File: src/rtl/xlat_qual_pkg.sv
package xlat_qual_pkg;

    typedef enum logic [1:0] {
        ACC_READ  = 2'd0,
        ACC_WRITE = 2'd1,
        ACC_FETCH = 2'd2,
        ACC_RSVD  = 2'd3
    } acc_e;

    typedef enum logic [2:0] {
        FK_NONE  = 3'd0,
        FK_ISEG  = 3'd1,
        FK_DSEG  = 3'd2,
        FK_ISTOR = 3'd3,
        FK_DSTOR = 3'd4
    } fkind_e;

    localparam int unsigned QUAD_W = 2;

endpackage

File: src/rtl/xq_quadrant_map.sv
module xq_quadrant_map
    import xlat_qual_pkg::*;
#(
    parameter int unsigned LPID_W = 12,
    parameter int unsigned PID_W  = 20
) (
    input  logic              hv_mode,
    input  logic [QUAD_W-1:0] quad,
    input  logic [LPID_W-1:0] part_reg,
    input  logic [PID_W-1:0]  proc_reg,
    output logic [LPID_W-1:0] lpid,
    output logic [PID_W-1:0]  pid,
    output logic              legal
);
    logic use_part;
    logic use_proc;

    always_comb begin
        use_part = 1'b0;
        use_proc = 1'b0;
        legal    = 1'b1;
        if (hv_mode) begin
            unique case (quad)
                2'd0: begin use_part = 1'b0; use_proc = 1'b1; end
                2'd1: begin use_part = 1'b1; use_proc = 1'b1; end
                2'd2: begin use_part = 1'b1; use_proc = 1'b0; end
                default: begin use_part = 1'b0; use_proc = 1'b0; end
            endcase
        end else begin
            unique case (quad)
                2'd0: begin use_part = 1'b1; use_proc = 1'b1; end
                2'd3: begin use_part = 1'b1; use_proc = 1'b0; end
                default: legal = 1'b0;
            endcase
        end
        lpid = use_part ? part_reg : '0;
        pid  = use_proc ? proc_reg : '0;
    end

endmodule

File: src/rtl/xq_real_bypass.sv
module xq_real_bypass
    import xlat_qual_pkg::*;
#(
    parameter int unsigned VA_W     = 64,
    parameter int unsigned CLR_BITS = 4,
    localparam int unsigned KEEP_W  = VA_W - CLR_BITS
) (
    input  logic              hv_mode,
    input  logic [1:0]        acc,
    input  logic              instr_reloc,
    input  logic              data_reloc,
    input  logic [KEEP_W-1:0] ea_low,
    output logic              real_mode,
    output logic [VA_W-1:0]   real_addr,
    output logic [2:0]        perm
);
    logic reloc_on;

    always_comb begin
        reloc_on  = (acc == ACC_FETCH) ? instr_reloc : data_reloc;
        real_mode = hv_mode && !reloc_on;
        real_addr = {{CLR_BITS{1'b0}}, ea_low};
        perm      = real_mode ? 3'b111 : 3'b000;
    end

endmodule

File: src/rtl/xq_fault_build.sv
module xq_fault_build
    import xlat_qual_pkg::*;
#(
    parameter int unsigned VA_W      = 64,
    parameter int unsigned CAUSE_W   = 32,
    parameter int unsigned STORE_BIT = 25
) (
    input  logic               seg_req,
    input  logic [1:0]         seg_acc,
    input  logic [VA_W-1:0]    seg_ea,
    input  logic               sf_valid,
    input  logic [1:0]         sf_acc,
    input  logic [VA_W-1:0]    sf_ea,
    input  logic [CAUSE_W-1:0] sf_cause,
    output logic               fire,
    output fkind_e             kind,
    output logic [CAUSE_W-1:0] status,
    output logic               status_we,
    output logic [VA_W-1:0]    addr,
    output logic               addr_we,
    output logic [CAUSE_W-1:0] errcode
);
    localparam logic [CAUSE_W-1:0] STORE_MASK = {{(CAUSE_W-1){1'b0}}, 1'b1} << STORE_BIT;

    always_comb begin
        fire      = 1'b0;
        kind      = FK_NONE;
        status    = '0;
        status_we = 1'b0;
        addr      = '0;
        addr_we   = 1'b0;
        errcode   = '0;
        if (sf_valid) begin
            fire = 1'b1;
            if (sf_acc == ACC_FETCH) begin
                kind    = FK_ISTOR;
                errcode = sf_cause;
            end else begin
                kind      = FK_DSTOR;
                status    = sf_cause | ((sf_acc == ACC_WRITE) ? STORE_MASK : '0);
                status_we = 1'b1;
                addr      = sf_ea;
                addr_we   = 1'b1;
            end
        end else if (seg_req) begin
            fire = 1'b1;
            if (seg_acc == ACC_FETCH) begin
                kind = FK_ISEG;
            end else begin
                kind    = FK_DSEG;
                addr    = seg_ea;
                addr_we = 1'b1;
            end
        end
    end

endmodule

File: src/rtl/xlat_ctx_qualifier.sv
module xlat_ctx_qualifier
    import xlat_qual_pkg::*;
#(
    parameter int unsigned VA_W      = 64,
    parameter int unsigned LPID_W    = 12,
    parameter int unsigned PID_W     = 20,
    parameter int unsigned CAUSE_W   = 32,
    parameter int unsigned STORE_BIT = 25,
    parameter int unsigned CLR_BITS  = 4
) (
    input  logic               clk,
    input  logic               rst_n,
    input  logic               req_valid,
    input  logic [VA_W-1:0]    ea,
    input  logic [1:0]         acc_type,
    input  logic               hv_mode,
    input  logic               instr_reloc,
    input  logic               data_reloc,
    input  logic [LPID_W-1:0]  part_reg,
    input  logic [PID_W-1:0]   proc_reg,
    output logic [LPID_W-1:0]  qual_lpid,
    output logic [PID_W-1:0]   qual_pid,
    output logic               qual_legal,
    output logic               real_mode,
    output logic [VA_W-1:0]    real_addr,
    output logic [2:0]         real_perm,
    input  logic               sf_valid,
    input  logic [1:0]         sf_acc,
    input  logic [VA_W-1:0]    sf_ea,
    input  logic [CAUSE_W-1:0] sf_cause,
    output logic               flt_valid,
    output logic [2:0]         flt_kind,
    output logic [CAUSE_W-1:0] flt_status,
    output logic               flt_status_we,
    output logic [VA_W-1:0]    flt_addr,
    output logic               flt_addr_we,
    output logic [CAUSE_W-1:0] flt_errcode
);
    localparam int unsigned KEEP_W = VA_W - CLR_BITS;

    typedef struct packed {
        logic               valid;
        fkind_e             kind;
        logic [CAUSE_W-1:0] status;
        logic               status_we;
        logic [VA_W-1:0]    addr;
        logic               addr_we;
        logic [CAUSE_W-1:0] errcode;
    } rec_t;

    rec_t rec_d, rec_q;

    logic               seg_req;
    logic               fb_fire;
    fkind_e             fb_kind;
    logic [CAUSE_W-1:0] fb_status;
    logic               fb_status_we;
    logic [VA_W-1:0]    fb_addr;
    logic               fb_addr_we;
    logic [CAUSE_W-1:0] fb_errcode;

    xq_quadrant_map #(.LPID_W(LPID_W), .PID_W(PID_W)) u_qmap (
        .hv_mode  (hv_mode),
        .quad     (ea[VA_W-1 -: QUAD_W]),
        .part_reg (part_reg),
        .proc_reg (proc_reg),
        .lpid     (qual_lpid),
        .pid      (qual_pid),
        .legal    (qual_legal)
    );

    xq_real_bypass #(.VA_W(VA_W), .CLR_BITS(CLR_BITS)) u_real (
        .hv_mode     (hv_mode),
        .acc         (acc_type),
        .instr_reloc (instr_reloc),
        .data_reloc  (data_reloc),
        .ea_low      (ea[KEEP_W-1:0]),
        .real_mode   (real_mode),
        .real_addr   (real_addr),
        .perm        (real_perm)
    );

    assign seg_req = req_valid && !real_mode && !qual_legal;

    xq_fault_build #(.VA_W(VA_W), .CAUSE_W(CAUSE_W), .STORE_BIT(STORE_BIT)) u_fb (
        .seg_req   (seg_req),
        .seg_acc   (acc_type),
        .seg_ea    (ea),
        .sf_valid  (sf_valid),
        .sf_acc    (sf_acc),
        .sf_ea     (sf_ea),
        .sf_cause  (sf_cause),
        .fire      (fb_fire),
        .kind      (fb_kind),
        .status    (fb_status),
        .status_we (fb_status_we),
        .addr      (fb_addr),
        .addr_we   (fb_addr_we),
        .errcode   (fb_errcode)
    );

    always_comb begin
        rec_d       = rec_q;
        rec_d.valid = 1'b0;
        if (fb_fire) begin
            rec_d.valid     = 1'b1;
            rec_d.kind      = fb_kind;
            rec_d.status    = fb_status;
            rec_d.status_we = fb_status_we;
            rec_d.addr      = fb_addr;
            rec_d.addr_we   = fb_addr_we;
            rec_d.errcode   = fb_errcode;
        end
    end

    always_ff @(posedge clk) begin
        if (!rst_n) begin
            rec_q <= '{valid: 1'b0, kind: FK_NONE, status: '0, status_we: 1'b0,
                       addr: '0, addr_we: 1'b0, errcode: '0};
        end else begin
            rec_q <= rec_d;
        end
    end

    assign flt_valid     = rec_q.valid;
    assign flt_kind      = rec_q.kind;
    assign flt_status    = rec_q.status;
    assign flt_status_we = rec_q.status_we;
    assign flt_addr      = rec_q.addr;
    assign flt_addr_we   = rec_q.addr_we;
    assign flt_errcode   = rec_q.errcode;

    // hypervisor quadrant 3 forces both identifiers to zero
    a_r2_hv_q3_zero: assert property (@(posedge clk) disable iff (!rst_n)
        hv_mode && ea[VA_W-1 -: 2] == 2'd3 |-> qual_lpid == '0 && qual_pid == '0 && qual_legal);

    // guest legality follows the quadrant
    a_r3_guest_legal: assert property (@(posedge clk) disable iff (!rst_n)
        !hv_mode |-> qual_legal == (ea[VA_W-1 -: 2] == 2'd0 || ea[VA_W-1 -: 2] == 2'd3));

    // an illegal request yields a segment record on the next cycle
    a_r4_seg_record: assert property (@(posedge clk) disable iff (!rst_n)
        req_valid && !real_mode && !qual_legal && !sf_valid |=>
            flt_valid && (flt_kind == FK_ISEG || flt_kind == FK_DSEG) && !flt_status_we);

    // a data segment fault captures the address
    a_r4_dseg_addr: assert property (@(posedge clk) disable iff (!rst_n)
        req_valid && !real_mode && !qual_legal && !sf_valid && acc_type != ACC_FETCH |=>
            flt_addr == $past(ea) && flt_addr_we);

    // fetch storage fault reports through the error code only
    a_r5_istor: assert property (@(posedge clk) disable iff (!rst_n)
        sf_valid && sf_acc == ACC_FETCH |=>
            flt_errcode == $past(sf_cause) && !flt_status_we && !flt_addr_we);

    // data storage fault writes status and address and clears the error code
    a_r6_dstor: assert property (@(posedge clk) disable iff (!rst_n)
        sf_valid && sf_acc != ACC_FETCH |=>
            flt_kind == FK_DSTOR && flt_status_we && flt_errcode == '0 && flt_addr == $past(sf_ea));

    // store indicator on write faults
    a_r7_store_bit: assert property (@(posedge clk) disable iff (!rst_n)
        sf_valid && sf_acc == ACC_WRITE |=> flt_status[STORE_BIT]);

    // real mode clears the top bits and grants everything
    a_r8_real: assert property (@(posedge clk) disable iff (!rst_n)
        real_mode |-> real_addr[VA_W-1 -: CLR_BITS] == '0 && real_perm == 3'b111 && hv_mode);

    // no stimulus, no strobe
    a_r9_strobe: assert property (@(posedge clk) disable iff (!rst_n)
        !req_valid && !sf_valid |=> !flt_valid);

endmodule

File: config.mk
export PLATFORM = sky130hd
export DESIGN_NAME = xlat_ctx_qualifier
export DESIGN_NICKNAME = d
export VERILOG_FILES = /design/src/rtl/xlat_qual_pkg.sv /design/src/rtl/xq_quadrant_map.sv /design/src/rtl/xq_real_bypass.sv /design/src/rtl/xq_fault_build.sv /design/src/rtl/xlat_ctx_qualifier.sv
export SDC_FILE = /design/constraint.sdc
export NUM_CORES = 1
export LEC_CHECK = 0
export BUFFER_PORTS_ARGS = -buffer_cell sky130_fd_sc_hd__buf_2
export CAP_MARGIN = 20
export CELL_PAD_IN_SITES_DETAIL_PLACEMENT = 0
export CELL_PAD_IN_SITES_GLOBAL_PLACEMENT = 1
export CORE_AREA = 2 2 170 172
export DETAILED_ROUTE_END_ITERATION = 12
export DIE_AREA = 0 0 172 174
export GPL_ROUTABILITY_DRIVEN = 0
export PLACE_DENSITY_LB_ADDON = 0.1
export SETUP_SLACK_MARGIN = 0.3
export SYNTH_ARGS = -nofsm -noshare
export SYNTH_HDL_FRONTEND = slang
export SYNTH_SLANG_ARGS = --single-unit
File: constraint.sdc
create_clock -name clk -period 3.06 [get_ports clk]
set_clock_uncertainty 0.1 [all_clocks]
set_input_delay 0.918 -clock clk [delete_from_list [all_inputs] [get_ports clk]]
set_output_delay 0.918 -clock clk [all_outputs]
set_load 0.03 [all_outputs]
# Yosys cells after proc, flatten, opt, wreduce, memory -nomap -nowiden
# Index checks and enable logic that the tools add are counted.
[classes] reduce_logical=10 bitwise_logic=1 n_mux=32 eq_ne=6
[op_table] cell="$mux W64" count=4
[op_table] cell="$mux W134" count=1
[op_table] cell="$mux W32" count=4
[op_table] cell="$or A32 B32 Y32" count=1
[op_table] cell="$mux W26" count=1
[op_table] cell="$mux W20" count=1
[op_table] cell="$mux W1" count=15
[op_table] cell="$mux W12" count=1
[op_table] cell="$mux W3" count=4
[op_table] cell="$eq A2 B2 Y1 const B" count=4
[op_table] cell="$reduce_or A2 Y1" count=3
[op_table] cell="$eq A2 B1 Y1 const B" count=2
[op_table] cell="$logic_and A1 B1 Y1" count=3
[op_table] cell="$logic_not A1 Y1" count=3
[op_table] cell="$logic_not A2 Y1" count=1
[op_table] cell="$mux W2" count=1
[totals] regBits=134 elab_cells=56 output_inout_bits=235

# Logic depth before layout (Yosys ltp)
[depth] depth_word=10 ltp_mapped=7

# Modules after synthesis
# Synthesis repeated with hierarchy kept, for this count alone.
[unflattened] hier_cells=710 area_unflattened_um2=7084.3
[modules_own_cells] module="xlat_ctx_qualifier" cells_per_inst=431 seq_area_each_um2=2682.6 n_inst=1 area_each_um2=5052.3
[modules_own_cells] module="xq_fault_build" cells_per_inst=165 seq_area_each_um2=0.0 n_inst=1 area_each_um2=1221.2
[modules_own_cells] module="xq_real_bypass" cells_per_inst=72 seq_area_each_um2=0.0 n_inst=1 area_each_um2=538.0
[modules_own_cells] module="xq_quadrant_map" cells_per_inst=42 seq_area_each_um2=0.0 n_inst=1 area_each_um2=272.8

# Least setup slack after synthesis
# No wires, ideal clock.
[synth_path] path_kind="in2out" startpoint="in ea[62]" endpoint="out qual_lpid[10]" n_path_buf=1 setup_slack_ps=29 stages=5 arrival_ps=2013 cell_sequence="inv_1 ha_1 xnor2_1 clkbuf_1 and2_1"
[synth_via] elab_chain_cells=5 elab_cells_between_ends=10 cone_classes="3 x eq/ne; 4 x mux; 3 x reduce/logical"
[synth_rtl] element="from (decl)" line_no="xlat_ctx_qualifier.sv:14" text="input logic [VA_W-1:0] ea,"
[synth_rtl] element="$eq A2 B2 Y1 (tied with other cells)" line_no="xq_quadrant_map.sv:30" text="unique case (quad)"
[synth_rtl] element="$reduce_or A2 Y1 (no source line)"
[synth_rtl] element="$mux W1 (on tied branches)" line_no="xq_quadrant_map.sv:30, xq_quadrant_map.sv:23"
[synth_rtl] element="$mux W1 *" line_no="xq_quadrant_map.sv:22" text="if (hv_mode) begin"
[synth_rtl] element="$mux W12 *" line_no="xq_quadrant_map.sv:36" text="lpid = use_part ? part_reg : '0;"
[synth_rtl] element="to (decl)" line_no="xlat_ctx_qualifier.sv:21" text="output logic [LPID_W-1:0] qual_lpid,"
# Mark *: on every way between the ends. The rest lies on a longest branch, timed or not.

# Worst setup path in the final report
[layout_path] startpoint="in ea[62]" endpoint="out qual_lpid[8]"
# Same word-level chain as after synthesis.

==> results by group <==
Power
  – Leakage: ~4.4 nW
  – Net Sw Frac: between 30% and 40%
  – Psw: ~1.9 mW
  – Clock power frac: 39.5%
  – Peak supply drop: ~0.00028 V
  – Seq pwr share: 35.9%
  – Gate power share: approximately a quarter
  – Cell-internal power: 3.37 mW
  – P per Cell Area: around 540 nW/um^2

Critical path
  – Crit Path Class: input port to primary output
  – CP Launch Type: input port
  – Worst r2r src: flt_addr[47]
  – Worst EP arrival: 1.87 ns
  – Worst Setup End Kind: primary output
  – Critical Path Fanout Max: 5
  – Setup crit start: ea[62]
  – R2R depth: 2
  – FF-to-FF setup slack: 2.19 ns
  – Reg-to-Reg End: flt_addr[47]
  – CP Data Required Time: 2.04 ns

CTS
  – Worst-case clock buffer depth: 2
  – Clock slew seen by the registers of the worst setup and hold paths: 0.06 ns
  – CTS root buf: clkbuf_16
  – CTS tree: built
  – Cts hold-fix bufs: 0
  – Number of CTS-inserted buffers: 17
  – H-tree levels: 4
  – Clk sinks: between 100 and 150
  – Clock latency on the worst-skew pair: 0.42 ns

Finish
  – Util after Layout: 34.3%
  – NumNets Final: between 1000 and 1500
  – Share of cells above drive strength 1: 49.0%
  – Final instance area: a little under 10000 um^2
  – Area growth from synthesis to layout: 44.4%

Synth
  – Top cells by area, synth: dfxtp_1 40%, nand3_1 9.7%, buf_4 9.4%
  – Syn Inst Count: between 700 and 800
  – Area leader, netlist: dfxtp_1
  – Sequential share of the synthesized area: roughly 40%
  – Yosys reg bits: around 130
  – Synthesized area per cell: between 8 and 9 um^2
  – Top cell type's share of synthesized area: around two fifths
  – Count of different cell masters after synthesis: 30
  – Synth warnings: 0
  – Post-Synthesis Cell Area: 6700 um^2

GRT
  – Vias in the first global route: 7210
  – Pin count of the biggest net entering global routing: 91
  – GRT overflow: 0
  – Gr usage total: between 10% and 20%
  – First-pass GRT wire length: 44.1 mm
  – Initial antenna violation count: 3

Timing
  – Max-slew violation count: 0
  – Period Utilization, post-route: 94.5%
  – Min Tclk post-route: a little under 3 ns
  – Slew HR: 42.3%
  – RSZ-0062 raised after global routing: true
  – Fin Setup TNS: 0 ns
  – Fmax: 0.346 GHz
  – Final Setup Violations: 0
  – Tightest Pin Transition: 0.866 ns
  – Final Hold Fails: 0

Floorplan
  – Die area: 29900 um^2
  – Die Span Y: 174 um
  – Core footprint: 28200 um^2
  – Initial core utilization: approximately a quarter
  – Die width: 172 um
  – # rows: 62
  – I/O pin count: ~440

Drt
  – Drt wl/cell: 19.9 um
  – Drt total wl: 30.0 mm
  – First-pass DRT Iterations: 5
  – Number of vias per cell: 4.93
  – Post-route ant nets: 0
  – DRC viols: 0
  – Iteration-0 DRC Markers: about 460
  – Vias: 7409

Run status
  – Status: complete, no violations

Hold path
  – Hold crit path type: flip-flop to flip-flop
  – Hold depth: 2
  – Hold EP: flt_status[8]
  – Hold path start: flt_status[8]

Placed design
  – Placed Area: 8920 um^2
  – Post-DP HPWL: 20.9 mm
  – Port Buf Inserts: 433

Run
  – Max Cap Viol: 0
-- critical path: stages --
cell	delay, ns
buf_8	0.10
inv_4	0.05
ha_4	0.21
xnor2_4	0.19
buf_6	0.14
and2_4	0.14
buf_6	0.12
-- state kept, by name, indices dropped and copies added (netlist names) --
register       cells
flt_errcode       32
flt_kind           2
flt_valid          1
flt_status        32
flt_addr_we        1
flt_addr          64
flt_status_we      1
-- placed cells by master, fill, tap and decap left out, types with 2 or more instances in the layout --
cell and instances:
a21boi_0 34, a31oi_1 65, a32oi_1 32, and2_4 13, buf_12 11, buf_2 413
buf_4 27, buf_6 19, buf_8 2, clkbuf_16 17, clkinv_8 2, clkinvlp_4 3
conb_1 4, dfxtp_1 133, inv_4 2, inv_6 5, inv_8 5, nand2_1 2
nand2b_4 2, nand3_1 130, nand4_1 64, nor2b_1 32, nor2b_2 20, o31ai_1 64
-- per-layer routing --
layer | GRT usage [%] | routed length [um] | share of wire, %
met2 | 33.4 | 14800 | 49
met3 | 5.12 | 2200 | 7.4
met4 | 4.55 | 433 | 1.4
met5 | 0 | 0 | 0
met1 | 23.4 | 12600 | 42
-- kinds of logic (layout without fill, tap and decap cells) --
kind of cell               after synthesis  in the layout  synth area share, %
buffers and inverters                  170            507                 14.8
and+or+nand+nor                        270            270                 22.8
xor gates and xnor gates                 1              1                0.131
muxes                                    1              1                0.149
adders and majority gates                2              2                0.373
DFF                                    133            133                 39.7
AOI/OAI and AO/OA                      201            201                 21.9
other                                    1              5               0.0560
-- power groups by stage --
stage	clock network [mW]	registers, mW	logic [mW]
global placement	0	1.92	1.26
detailed placement	0	1.92	1.26
finish	2.07	1.88	1.29
floorplan	0	2.11	0.626
CTS	2.13	1.88	1.30
global route	2.20	1.89	1.38
-- synthesized netlist by cell type, drive strengths merged --
library cell,count
mux2i,1
nor3b,1
conb,1
and3b,2
nand4,64
a21boi,35
nand2,3
a211o,1
a31oi,65
inv,3
dfxtp,133
nor2b,52
xnor2,1
a32oi,32
o31ai,64
and2,14
o211a,1
buf,119
o21bai,1
ha,2
clkbuf,48
nand3,130
a21o,1
nand3b,1
a21oi,1
nand2b,3
-- how the worst max path moves through the flow --
stage,to,cells after the start,slack [ns]
3_5_place_dp,qual_lpid[3],7,0.03
5_1_grt,qual_lpid[8],7,0.12
3_3_place_gp,qual_lpid[3],7,0.04
6_report,qual_lpid[8],7,0.17
4_1_cts,qual_lpid[1],7,0.12
2_1_floorplan,qual_pid[0],5,0.29
-- what timing repair did --
| action | CTS | global route |
|---|---|---|
| endpoints found under the setup margin | 37 | 36 |
| resized for setup | 39 | 13 |
| pin swaps | 5 | 4 |
| cloned | 1 | 0 |
| setup buffers | 0 | 1 |
-- per-stage QoR --
| step | std cells | power, mW | hold WS [ns] | worst slack (ns) |
|---|---|---|---|---|
| after floorplan | 782 | 2.74 | 0.495 | 0.288 |
| after global placement | 1469 | 3.18 | 0.359 | 0.0399 |
| after detailed placement | 1469 | 3.18 | 0.363 | 0.0301 |
| after CTS | 1502 | 5.31 | 0.375 | 0.124 |
| after global routing | 1504 | 5.47 | 0.394 | 0.121 |
| final | 1504 | 5.24 | 0.371 | 0.167 |
-- cell type report --
type / count / area, um^2
flip-flops and latches: 133 / 2660
clock buffers: 17 / 425
fillers: 3078 / 18600
clock inverters: 15 / 155
diodes: 1 / 2.50
repair buffers: 472 / 2730
inverters: 3 / 21.3
multi-input cells: 479 / 3200
well taps: 384 / 480
(Power assumes the default switching activity.)
